$ cat src/rtl/rtc_shadow_pkg.sv
package rtc_shadow_pkg;

  localparam int NUM_REGS = 8;
  localparam int IDX_W    = $clog2(NUM_REGS);

  // register offsets inside the window
  localparam int OFF_CTRL = 0;
  localparam int OFF_SEC  = 1;
  localparam int OFF_DAY  = 4;

  // bit positions
  localparam int BIT_WHALT = 7;
  localparam int BIT_RHALT = 6;
  localparam int BIT_OSC   = 7;
  localparam int BIT_FT    = 6;
  localparam int BIT_BATT  = 7;

  typedef struct packed {
    logic             regRd;
    logic             regWr;
    logic             ramRd;
    logic             ramWr;
    logic [IDX_W-1:0] idx;
    logic             refresh;
    logic             load;
  } strobe_t;

  // time-field bits of each register; the rest are control or spare bits
  function automatic logic [7:0] fieldMask(int idx);
    case (idx)
      0:       return 8'h3F;
      1:       return 8'h7F;
      2:       return 8'h7F;
      3:       return 8'h3F;
      4:       return 8'h07;
      5:       return 8'h3F;
      6:       return 8'h1F;
      default: return 8'hFF;
    endcase
  endfunction

endpackage

$ cat src/rtl/rtc_shadow_ctrl.sv
module rtc_shadow_ctrl
  import rtc_shadow_pkg::*;
#(
  parameter int ADDR_W = 17
) (
  input  logic              clk,
  input  logic              rstN,
  input  logic              ceN,
  input  logic              oeN,
  input  logic              weN,
  input  logic [ADDR_W-1:0] addr,
  input  logic              pwrFail,
  input  logic              secTick,
  input  logic              rdHalt,
  input  logic              wrHalt,
  output strobe_t           stb,
  output logic              dqOe,
  output logic              rstOutN
);

  logic rdAcc;
  logic wrAcc;
  logic inWin;
  logic wPrev;

  always_comb begin
    rdAcc = !ceN && !oeN && weN && !pwrFail;
    wrAcc = !ceN && !weN && !pwrFail;
    inWin = &addr[ADDR_W-1:IDX_W];
  end

  // remembers the write-halt bit to find its falling edge
  always_ff @(posedge clk or negedge rstN) begin
    if (!rstN) wPrev <= 1'b0;
    else       wPrev <= wrHalt;
  end

  always_comb begin
    stb.regRd   = rdAcc && inWin;
    stb.regWr   = wrAcc && inWin;
    stb.ramRd   = rdAcc && !inWin;
    stb.ramWr   = wrAcc && !inWin;
    stb.idx     = addr[IDX_W-1:0];
    stb.refresh = secTick && !rdHalt && !wrHalt;
    stb.load    = wPrev && !wrHalt;
  end

  always_comb begin
    dqOe    = rdAcc;
    rstOutN = !pwrFail;
  end

endmodule

$ cat src/rtl/rtc_shadow_dp.sv
module rtc_shadow_dp
  import rtc_shadow_pkg::*;
#(
  parameter int OSC_DIV = 64
) (
  input  logic                  clk,
  input  logic                  rstN,
  input  strobe_t               stb,
  input  logic [7:0]            wrData,
  input  logic [NUM_REGS*8-1:0] liveTime,
  input  logic                  oscTick,
  input  logic                  battGood,
  input  logic [7:0]            ramRdData,
  output logic [7:0]            rdData,
  output logic [NUM_REGS*8-1:0] loadTime,
  output logic                  rdHalt,
  output logic                  wrHalt,
  output logic                  oscStop
);

  localparam int HALF  = OSC_DIV / 2;
  localparam int CNT_W = (HALF > 1) ? $clog2(HALF) : 1;
  localparam logic [CNT_W-1:0] HALF_LAST = CNT_W'(HALF - 1);

  logic [7:0]       userReg [NUM_REGS];
  logic [CNT_W-1:0] divCnt;
  logic             ftWave;
  logic [7:0]       regByte;

  for (genvar i = 0; i < NUM_REGS; i++) begin : g_reg
    localparam logic [7:0] MASK  = fieldMask(i);
    localparam logic [7:0] WMASK = (i == OFF_DAY) ? ~(8'd1 << BIT_BATT) : 8'hFF;

    always_ff @(posedge clk or negedge rstN) begin
      if (!rstN) begin
        userReg[i] <= '0;
      end else if (stb.regWr && stb.idx == IDX_W'(i)) begin
        userReg[i] <= wrData & WMASK;
      end else if (stb.refresh) begin
        userReg[i] <= (userReg[i] & ~MASK) | (liveTime[8*i +: 8] & MASK);
      end
    end

    assign loadTime[8*i +: 8] = userReg[i] & MASK;
  end

  // frequency-test square wave from the oscillator tick
  always_ff @(posedge clk or negedge rstN) begin
    if (!rstN) begin
      divCnt <= '0;
      ftWave <= 1'b0;
    end else if (oscTick) begin
      if (divCnt == HALF_LAST) begin
        divCnt <= '0;
        ftWave <= !ftWave;
      end else begin
        divCnt <= divCnt + 1'b1;
      end
    end
  end

  always_comb begin
    rdHalt  = userReg[OFF_CTRL][BIT_RHALT];
    wrHalt  = userReg[OFF_CTRL][BIT_WHALT];
    oscStop = userReg[OFF_SEC][BIT_OSC];
  end

  always_comb begin
    regByte = userReg[stb.idx];
    if (stb.idx == IDX_W'(OFF_DAY)) regByte[BIT_BATT] = battGood;
    if (stb.idx == IDX_W'(OFF_SEC) && userReg[OFF_DAY][BIT_FT] && !oscStop)
      regByte[0] = ftWave;
    rdData = stb.regRd ? regByte : ramRdData;
  end

endmodule

$ cat src/rtl/rtc_shadow_regs.sv
module rtc_shadow_regs
  import rtc_shadow_pkg::*;
#(
  parameter int ADDR_W  = 17,
  parameter int OSC_DIV = 64
) (
  input  logic              clk,
  input  logic              rstN,
  input  logic              ceN,
  input  logic              oeN,
  input  logic              weN,
  input  logic [ADDR_W-1:0] addr,
  input  logic [7:0]        dqIn,
  output logic [7:0]        dqOut,
  output logic              dqOe,
  input  logic              pwrFail,
  output logic              rstOutN,
  output logic              ramRdEn,
  output logic              ramWrEn,
  input  logic [7:0]        ramRdData,
  input  logic [63:0]       liveTime,
  input  logic              secTick,
  input  logic              oscTick,
  input  logic              battGood,
  output logic              loadStrobe,
  output logic [63:0]       loadTime,
  output logic              oscStop
);

  strobe_t stb;
  logic    rdHalt;
  logic    wrHalt;

  rtc_shadow_ctrl #(.ADDR_W(ADDR_W)) ctrl_i (
    .clk     (clk),
    .rstN    (rstN),
    .ceN     (ceN),
    .oeN     (oeN),
    .weN     (weN),
    .addr    (addr),
    .pwrFail (pwrFail),
    .secTick (secTick),
    .rdHalt  (rdHalt),
    .wrHalt  (wrHalt),
    .stb     (stb),
    .dqOe    (dqOe),
    .rstOutN (rstOutN)
  );

  rtc_shadow_dp #(.OSC_DIV(OSC_DIV)) dp_i (
    .clk       (clk),
    .rstN      (rstN),
    .stb       (stb),
    .wrData    (dqIn),
    .liveTime  (liveTime),
    .oscTick   (oscTick),
    .battGood  (battGood),
    .ramRdData (ramRdData),
    .rdData    (dqOut),
    .loadTime  (loadTime),
    .rdHalt    (rdHalt),
    .wrHalt    (wrHalt),
    .oscStop   (oscStop)
  );

  assign ramRdEn    = stb.ramRd;
  assign ramWrEn    = stb.ramWr;
  assign loadStrobe = stb.load;

endmodule

$ cat config.mk
export PLATFORM = sky130hd
export DESIGN_NAME = rtc_shadow_regs
export DESIGN_NICKNAME = d
export VERILOG_FILES = /design/src/rtl/rtc_shadow_pkg.sv /design/src/rtl/rtc_shadow_ctrl.sv /design/src/rtl/rtc_shadow_dp.sv /design/src/rtl/rtc_shadow_regs.sv
export SDC_FILE = /design/constraint.sdc
export NUM_CORES = 1
export LEC_CHECK = 0
export ABC_AREA = 1
export BUFFER_PORTS_ARGS = -buffer_cell sky130_fd_sc_hd__buf_4
export CORE_UTILIZATION = 35
export DETAILED_ROUTE_END_ITERATION = 16
export PLACE_DENSITY = 0.64
export SYNTH_ARGS = -nofsm -noshare
export SYNTH_HDL_FRONTEND = slang
export SYNTH_SLANG_ARGS = --single-unit
$ cat constraint.sdc
create_clock -name clk -period 3.75 [get_ports clk]
set_clock_uncertainty 0.2 [all_clocks]
set_input_delay 0.1875 -clock clk [delete_from_list [all_inputs] [get_ports clk]]
set_output_delay 0.1875 -clock clk [all_outputs]
set_load 0.01 [all_outputs]
==> results of run 1 <==
## worst max-delay path: cells and delay by family
family / cells / cell delay [ns]
buf+inv: 3 / 0.42
simple gates: 7 / 1.42
## cell usage in the layout (no fill, tap or decap), types with 2 or more instances in the layout
master	synthesis	layout
o21ai_0	2	2
ha_1	2	2
dlygate4sd3_1	0	49
nand4_1	60	60
nand2_1	340	340
nor2_1	14	14
a21oi_1	3	3
clkbuf_8	0	2
clkbuf_1	6	2
nor3_1	3	2
clkbuf_16	0	9
nand3_2	5	5
nand3_1	57	57
inv_2	4	4
nor2_2	2	2
buf_4	65	157
inv_1	25	25
nor2_4	8	8
nor4_1	2	2
dfrtp_1	70	70
o21ai_1	14	14
conb_1	1	16
nand3_4	3	3
## logic make-up (layout without fill, tap and decap cells)
group                    after synthesis  after routing  share of synthesized area
AO/OA/AOI/OAI                         20             20                     0.0210
XOR/XNOR                               1              1                    0.00177
adder cells (fa/ha/maj)                2              2                    0.00507
buffers and inverters                130            251                      0.158
flip-flops                            70             70                      0.355
multiplexers                           1              1                    0.00228
other                                  1             16                   0.000759
AND/OR/NAND/NOR                      497            497                      0.456
## flip-flops by register name (all words and copies together) (netlist names)
| name | count |
|---|---|
| ctrl_i.wPrev | 1 |
| dp_i.divCnt | 5 |
| dp_i.ftWave | 1 |
| dp_i.loadTime | 48 |
| dp_i.oscStop | 1 |
| dp_i.rdHalt | 1 |
| dp_i.userReg | 12 |
| dp_i.wrHalt | 1 |
## power by group through the flow
stage / logic [mW] / registers (mW) / clock network (mW)
after floorplan: 0.323 / 0.884 / 0
after global placement: 0.465 / 0.911 / 0
after detailed placement: 0.473 / 0.912 / 0
after CTS: 0.516 / 0.899 / 0.885
after global routing: 0.569 / 0.908 / 0.913
final: 0.511 / 0.899 / 0.879
## worst min path at each step
stage / startpoint / end / cells after the start
6_report: liveTime[32] / dp_i.loadTime[32]$_DFFE_PN0P_ / 5
5_1_grt: liveTime[32] / dp_i.loadTime[32]$_DFFE_PN0P_ / 5
4_1_cts: liveTime[32] / dp_i.loadTime[32]$_DFFE_PN0P_ / 5
3_5_place_dp: rstN / dp_i.loadTime[18]$_DFFE_PN0P_ / 1
3_3_place_gp: rstN / dp_i.loadTime[19]$_DFFE_PN0P_ / 1
2_1_floorplan: rstN / ctrl_i.wPrev$_DFF_PN0_ / 0
## layout make-up
class                   instances  area share
inverters                      29      0.0167
repair buffers                206       0.256
clock buffers                  13      0.0399
well taps                     180      0.0345
flip-flops and latches         70       0.268
clock inverters                 3     0.00652
multi-input cells             537       0.378
## through the flow
stage / setup WS, ns / hold WS (ns) / cell area (um^2)
2_1_floorplan: 2.01 / -0.308 / 5000
3_3_place_gp: 1.38 / 0.188 / 5730
3_5_place_dp: 1.35 / 0.184 / 5730
4_1_cts: 1.34 / 0.0273 / 6530
5_1_grt: 1.13 / 0.0499 / 6530
6_report: 1.33 / 0.0435 / 6530
## routing by layer
layer  part of all wire  vias to the layer above
met5                  0                        -
met4              0.017                        0
met3              0.070                       19
met2               0.48                      196
met1               0.43                     2351
li1                   -                     2524
==> impl_metrics.env, run 1 <==
export IMPL_rows=43
export IMPL_diodes=0
export IMPL_clkLatencyLatePin_ns=0.33
export IMPL_power_density_nw_per_um2=351
export IMPL_nNetsFinal=961
export IMPL_peakVddDrop_mv=0.201
export IMPL_seqCellArea_um2=1750
export IMPL_timing_critical_path_from="addr[0]"
export IMPL_dr_pass1_iters=5
export IMPL_total_power_mw=2.29
export IMPL_drtAntennaViolNets=0
export IMPL_fin_crit_sh=0.646
export IMPL_ys_seq_elements=70
export IMPL_multi_input_area_um2=2470
export IMPL_status="finished clean"
export IMPL_dp_cells=973
export IMPL_die_w_um=121
export IMPL_combinationalPowerShare=0.223
export IMPL_yosys_top_cells_count="nand2_1 (340), dfrtp_1 (70), buf_4 (65), nand4_1 (60), nand3_1 (57)"
export IMPL_worst_setup_path_start_kind="input port"
export IMPL_root_buffer="clkbuf_16"
export IMPL_drc=0
export IMPL_synth_area_um2=4940
export IMPL_area_growth_pct=32.1
export IMPL_arrival_ns=2.04
export IMPL_finalSetupViolCount=0
export IMPL_slew_violations=0
export IMPL_cp_end_kind="primary output"
export IMPL_final_hold_viol_count=0
export IMPL_dieArea_um2=14600
export IMPL_netlist_instances=722
export IMPL_vias=5090
export IMPL_crit_end="dqOut[2]"
export IMPL_synthMostInstantiatedCell="nand2_1"
export IMPL_path_class="in -> out"
export IMPL_synth_top_area_frac=0.355
export IMPL_tightest_slew_ns=1.01
export IMPL_cpMostUsedCell="nand2_1"
export IMPL_grt_max_degree=71
export IMPL_crit_required_ns=3.36
export IMPL_vias_per_cell=4.90
export IMPL_antenna_found_initial=0
export IMPL_critical_path_slowest_cell="nor2_1"
export IMPL_synthTopCellsByArea="dfrtp_1 (35%), nand2_1 (26%), buf_4 (9.9%)"
export IMPL_reg2reg_slack_ns=1.62
export IMPL_ys_flop_type="dfrtp_1"
export IMPL_crit_chain="buf_4 > inv_1 > nor2_1 > nand2_1 > nand4_1 > nand2_1 > nand2_1 > nand2_1 > nand2_1 > buf_4"
export IMPL_met3_usage=0.0340
export IMPL_p_seq_frac=0.393
export IMPL_grt_first_pass_wirelength_um=24700
export IMPL_dp_hpwl_um=11200
export IMPL_synth_edff_count=0
export IMPL_io_pins=184
export IMPL_drtIter0Drc=294
export IMPL_path_clk_slew_ns=0.06
export IMPL_async_reset_ff_frac=1.00
export IMPL_internal_power_mw=1.62
export IMPL_synth_cell_types=29
export IMPL_cts_tree="yes"
export IMPL_grt_pass1_vias=4747
export IMPL_grt_busiest_layer="met2"
export IMPL_fin_crit_ns=2.42
export IMPL_fmax_ghz=0.413
export IMPL_fin_cells=1038
export IMPL_gp_congestion=0.880
export IMPL_hp_class="in -> reg"
export IMPL_yosysSeqAreaShare=0.355
export IMPL_gr_usage_all_layers=0.222
export IMPL_ctsResizeCount=0
export IMPL_core_area_um2=13800
export IMPL_start_util=0.357
export IMPL_clkPwrFrac=0.384
export IMPL_switching_share=0.290
export IMPL_finalSetupTns_ns=0
export IMPL_utilization=0.472
export IMPL_hold_buffers=49
export IMPL_grt_use_met2=0.374
export IMPL_p_leak_nw=3.48
export IMPL_cap_violations=0
export IMPL_wirelength_um=15700
export IMPL_clock_sinks=70
export IMPL_htree_levels=3
export IMPL_dieHeight_um=121
export IMPL_r2r_start="dp_i.wrHalt$_DFFE_PN0P_"
export IMPL_overflow=0
export IMPL_slowest_delay_ns=0.78
export IMPL_yosysTopAreaCell="dfrtp_1"
export IMPL_power_switching_mw=0.664
export IMPL_crit_fanout=15
export IMPL_post_cts_setup_buffers=0
export IMPL_met1_usage=0.291
export IMPL_ys_warn_count=0
export IMPL_slew_limit_headroom=0.325
export IMPL_wl_per_cell_um=15.1
export IMPL_r2r_end="dp_i.loadTime[3]$_DFFE_PN0P_"
export IMPL_n_fill_cell=1447
export IMPL_reg2reg_depth=8
export IMPL_synth_avg_cell_area_um2=6.84
export IMPL_io_buffers=151
export IMPL_final_layout_size_suffix_gt1_frac=0.231
export IMPL_rsz0062_at_grt="no"
export IMPL_clk_path_buf_depth=2
export IMPL_cts_inserted_buffers=9
(Power assumes the default switching activity.)
==> run 2: changes to the inputs <==
--- a/config.mk
+++ b/config.mk
@@ -5,11 +5,11 @@
 export SDC_FILE = /design/constraint.sdc
 export NUM_CORES = 1
 export LEC_CHECK = 0
-export ABC_AREA = 1
+export ABC_AREA = 0
 export BUFFER_PORTS_ARGS = -buffer_cell sky130_fd_sc_hd__buf_4
 export CORE_UTILIZATION = 35
 export DETAILED_ROUTE_END_ITERATION = 16
-export PLACE_DENSITY = 0.64
+export PLACE_DENSITY = 0.67
 export SYNTH_ARGS = -nofsm -noshare
 export SYNTH_HDL_FRONTEND = slang
 export SYNTH_SLANG_ARGS = --single-unit
==> constraint.sdc (replaced) <==
create_clock -name clk -period 2.2 [get_ports clk]
set_clock_uncertainty 0.2 [all_clocks]
set_input_delay 0.11 -clock clk [delete_from_list [all_inputs] [get_ports clk]]
set_output_delay 0.11 -clock clk [all_outputs]
set_load 0.01 [all_outputs]
==> run 2 against run 1 <==
Die area down 8.1%. Synthesized area is 8.3% lower. Core utilization grew 5.9 points. First-iteration DRC count down 55%. Worst hold slack improved by 0.043 ns. Clock-buffer cell count grew 1. Critical path type is now reg -> out.
==> impl_metrics.env, run 2 <==
export IMPL_status="finished clean"
export IMPL_mostFrequentLayoutCell="buf_4"
export IMPL_hp_class="in -> async"
export IMPL_rsz0062_at_grt="yes"
export IMPL_gp_congestion=0.741
export IMPL_netlist_instances=341
export IMPL_crit_required_ns=1.89
export IMPL_vias_per_cell=4.68
export IMPL_io_buffers=151
export IMPL_synth_avg_cell_area_um2=13.3
export IMPL_area_growth_pct=47.9
export IMPL_r2r_start="dp_i.wrHalt$_DFFE_PN0P_"
export IMPL_clock_sinks=70
export IMPL_arrival_ns=1.88
export IMPL_peakVddDrop_mv=0.413
export IMPL_path_class="reg -> out"
export IMPL_core_area_um2=12600
export IMPL_dr_pass1_iters=4
export IMPL_synth_top_family_by_area="multiplexers"
export IMPL_start_util=0.359
export IMPL_whs_ns=0.0868
export IMPL_yosysTopAreaCell="dfrtp_1"
export IMPL_ys_seq_elements=70
export IMPL_wl_per_cell_um=17.3
export IMPL_path_clk_slew_ns=0.05
export IMPL_wirelength_um=12600
export IMPL_rows=41
export IMPL_n_fill_cell=1110
export IMPL_grt_pass1_vias=3462
export IMPL_stdcell_area_um2=6700
export IMPL_overflow=0
export IMPL_reg2reg_slack_ns=0.16
export IMPL_fmax_ghz=0.456
export IMPL_yosys_top_cells_count="mux2_2 (127), dfrtp_1 (70), buf_4 (65), mux4_2 (8)"
export IMPL_nNetsFinal=661
export IMPL_htree_levels=3
export IMPL_synthTopCellsByArea="dfrtp_1 (39%), mux2_2 (32%), buf_4 (11%)"
export IMPL_dp_hpwl_um=8750
export IMPL_crit_fanout=3
export IMPL_synthMostInstantiatedCell="mux2_2"
export IMPL_diodes=0
export IMPL_finalSetupViolCount=0
export IMPL_ys_warn_count=0
export IMPL_dieArea_um2=13400
export IMPL_antenna_found_initial=0
export IMPL_synth_area_um2=4530
export IMPL_cts_inserted_buffers=9
export IMPL_synth_cell_types=38
export IMPL_fin_crit_sh=0.998
export IMPL_reg2reg_depth=5
export IMPL_grt_first_pass_wirelength_um=18600
export IMPL_synth_xor_area_frac=0.00193
export IMPL_clk_path_buf_depth=2
export IMPL_drtAntennaViolNets=0
export IMPL_layout_common_cells="buf_4 (196), mux2_2 (116), dfrtp_1 (70), dlygate4sd3_1 (58), conb_1 (16)"
export IMPL_p_leak_nw=3.26
export IMPL_die_w_um=116
export IMPL_clkLatencyLatePin_ns=0.32
export IMPL_clkPwrFrac=0.341
export IMPL_synth_edff_count=0
export IMPL_r2r_end="dp_i.loadTime[43]$_DFFE_PN0P_"
export IMPL_synth_compound_area_frac=0.0127
export IMPL_synthSimpleGateAreaFrac=0.0668
export IMPL_placed_cell_area_um2=5570
export IMPL_dieHeight_um=116
export IMPL_switching_share=0.255
export IMPL_fin_crit_ns=2.19
export IMPL_slew_violations=0
export IMPL_combinationalPowerShare=0.268
export IMPL_grt_max_degree=37
export IMPL_cap_violations=0
export IMPL_io_pins=184
export IMPL_cp_end_kind="primary output"
export IMPL_utilization=0.531
export IMPL_power_density_nw_per_um2=581
export IMPL_drtIter0Drc=131
export IMPL_gr_usage_all_layers=0.191
export IMPL_vias=3412
export IMPL_muxShareOfSynthArea=0.401
export IMPL_p_seq_frac=0.392
export IMPL_worst_setup_path_start_kind="flop"
export IMPL_drc=0
export IMPL_synth_top_area_frac=0.387
export IMPL_synthAdderAreaFrac=0.00552
export IMPL_async_reset_ff_frac=1.00
export IMPL_cts_tree="yes"
export IMPL_final_hold_viol_count=0
export IMPL_largest_reg_flops=48
export IMPL_ys_flop_type="dfrtp_1"
export IMPL_power_switching_mw=0.992
export IMPL_internal_power_mw=2.90
export IMPL_final_layout_size_suffix_gt1_frac=0.666
export IMPL_finalSetupTns_ns=0
export IMPL_yosysSeqAreaShare=0.387
export IMPL_root_buffer="clkbuf_16"
==> run 2: how the worst max path moves through the flow <==
stage,from,to,slack (ns),cells past startpoint
finish,dp_i.loadTime[4]$_DFFE_PN0P_,dqOut[4],0.005,4
global route,dp_i.loadTime[4]$_DFFE_PN0P_,dqOut[4],-0.04,4
CTS,dp_i.loadTime[61]$_DFFE_PN0P_,dqOut[5],0.0008,4
detailed placement,addr[0],dqOut[7],0.17,6
global placement,addr[0],dqOut[4],0.18,5
floorplan,dp_i.wrHalt$_DFFE_PN0P_,dp_i.loadTime[0]$_DFFE_PN0P_,0.18,5
==> run 2: metrics by stage <==
step	power, mW	instances	setup WS (ns)
4_1_cts	3.89	719	0.000790
3_5_place_dp	2.41	624	0.168
2_1_floorplan	2.12	356	0.176
5_1_grt	4.09	729	-0.0402
3_3_place_gp	2.37	624	0.183
6_report	3.89	729	0.00539
==> run 2: what timing repair did <==
item | 4_1_cts | 5_1_grt
hold endpoints to repair | 139 | 0
resized for setup | 6 | 17
setup buffers | 22 | 10
endpoints found under the setup margin | 6 | 7
pin swaps | 0 | 0
hold buffers | 58 | 0
==> run 2: per-layer routing <==
| metal | track usage | vias up | part of all wire |
|---|---|---|---|
| li1 | - | 1606 | - |
| met1 | 0.232 | 1701 | 0.43 |
| met2 | 0.340 | 100 | 0.52 |
| met3 | 0.0377 | 5 | 0.044 |
| met4 | 0.0556 | 0 | 0.0065 |
| met5 | 0 | - | 0 |
==> run 2: final cells by class <==
| cell class | instances | area [um^2] | area share |
|---|---|---|---|
| multi-input cells | 208 | 2300 | 0.343 |
| clock buffers | 14 | 264 | 0.0394 |
| repair buffers | 262 | 2160 | 0.322 |
| flip-flops and latches | 70 | 1750 | 0.261 |
| clock inverters | 1 | 5.00 | 0.000747 |
| inverters | 2 | 7.51 | 0.00112 |
| well taps | 172 | 215 | 0.0321 |
==> run 2: kinds of logic (layout without fill, tap and decap cells) <==
| logic type | after synthesis | after routing |
|---|---|---|
| mux | 146 | 146 |
| buf+inv | 78 | 279 |
| flops | 70 | 70 |
| simple gates | 34 | 34 |
| compound gates | 9 | 9 |
| fa+ha+maj | 2 | 2 |
| other cells | 1 | 16 |
| xor+xnor | 1 | 1 |
==> run 2: power groups by stage <==
| stage | registers [mW] | logic [mW] | clock network, mW |
|---|---|---|---|
| after floorplan | 1.52 | 0.602 | 0 |
| after global placement | 1.55 | 0.821 | 0 |
| after detailed placement | 1.56 | 0.843 | 0 |
| after CTS | 1.53 | 0.992 | 1.37 |
| after global routing | 1.54 | 1.12 | 1.43 |
| final | 1.52 | 1.04 | 1.33 |
==> run 2: worst max-delay path, cell delays in order (launching register included) <==
cell	delay (ns)
dfrtp_1	0.40
mux4_2	0.48
mux2_4	0.28
mux2_4	0.27
buf_6	0.12
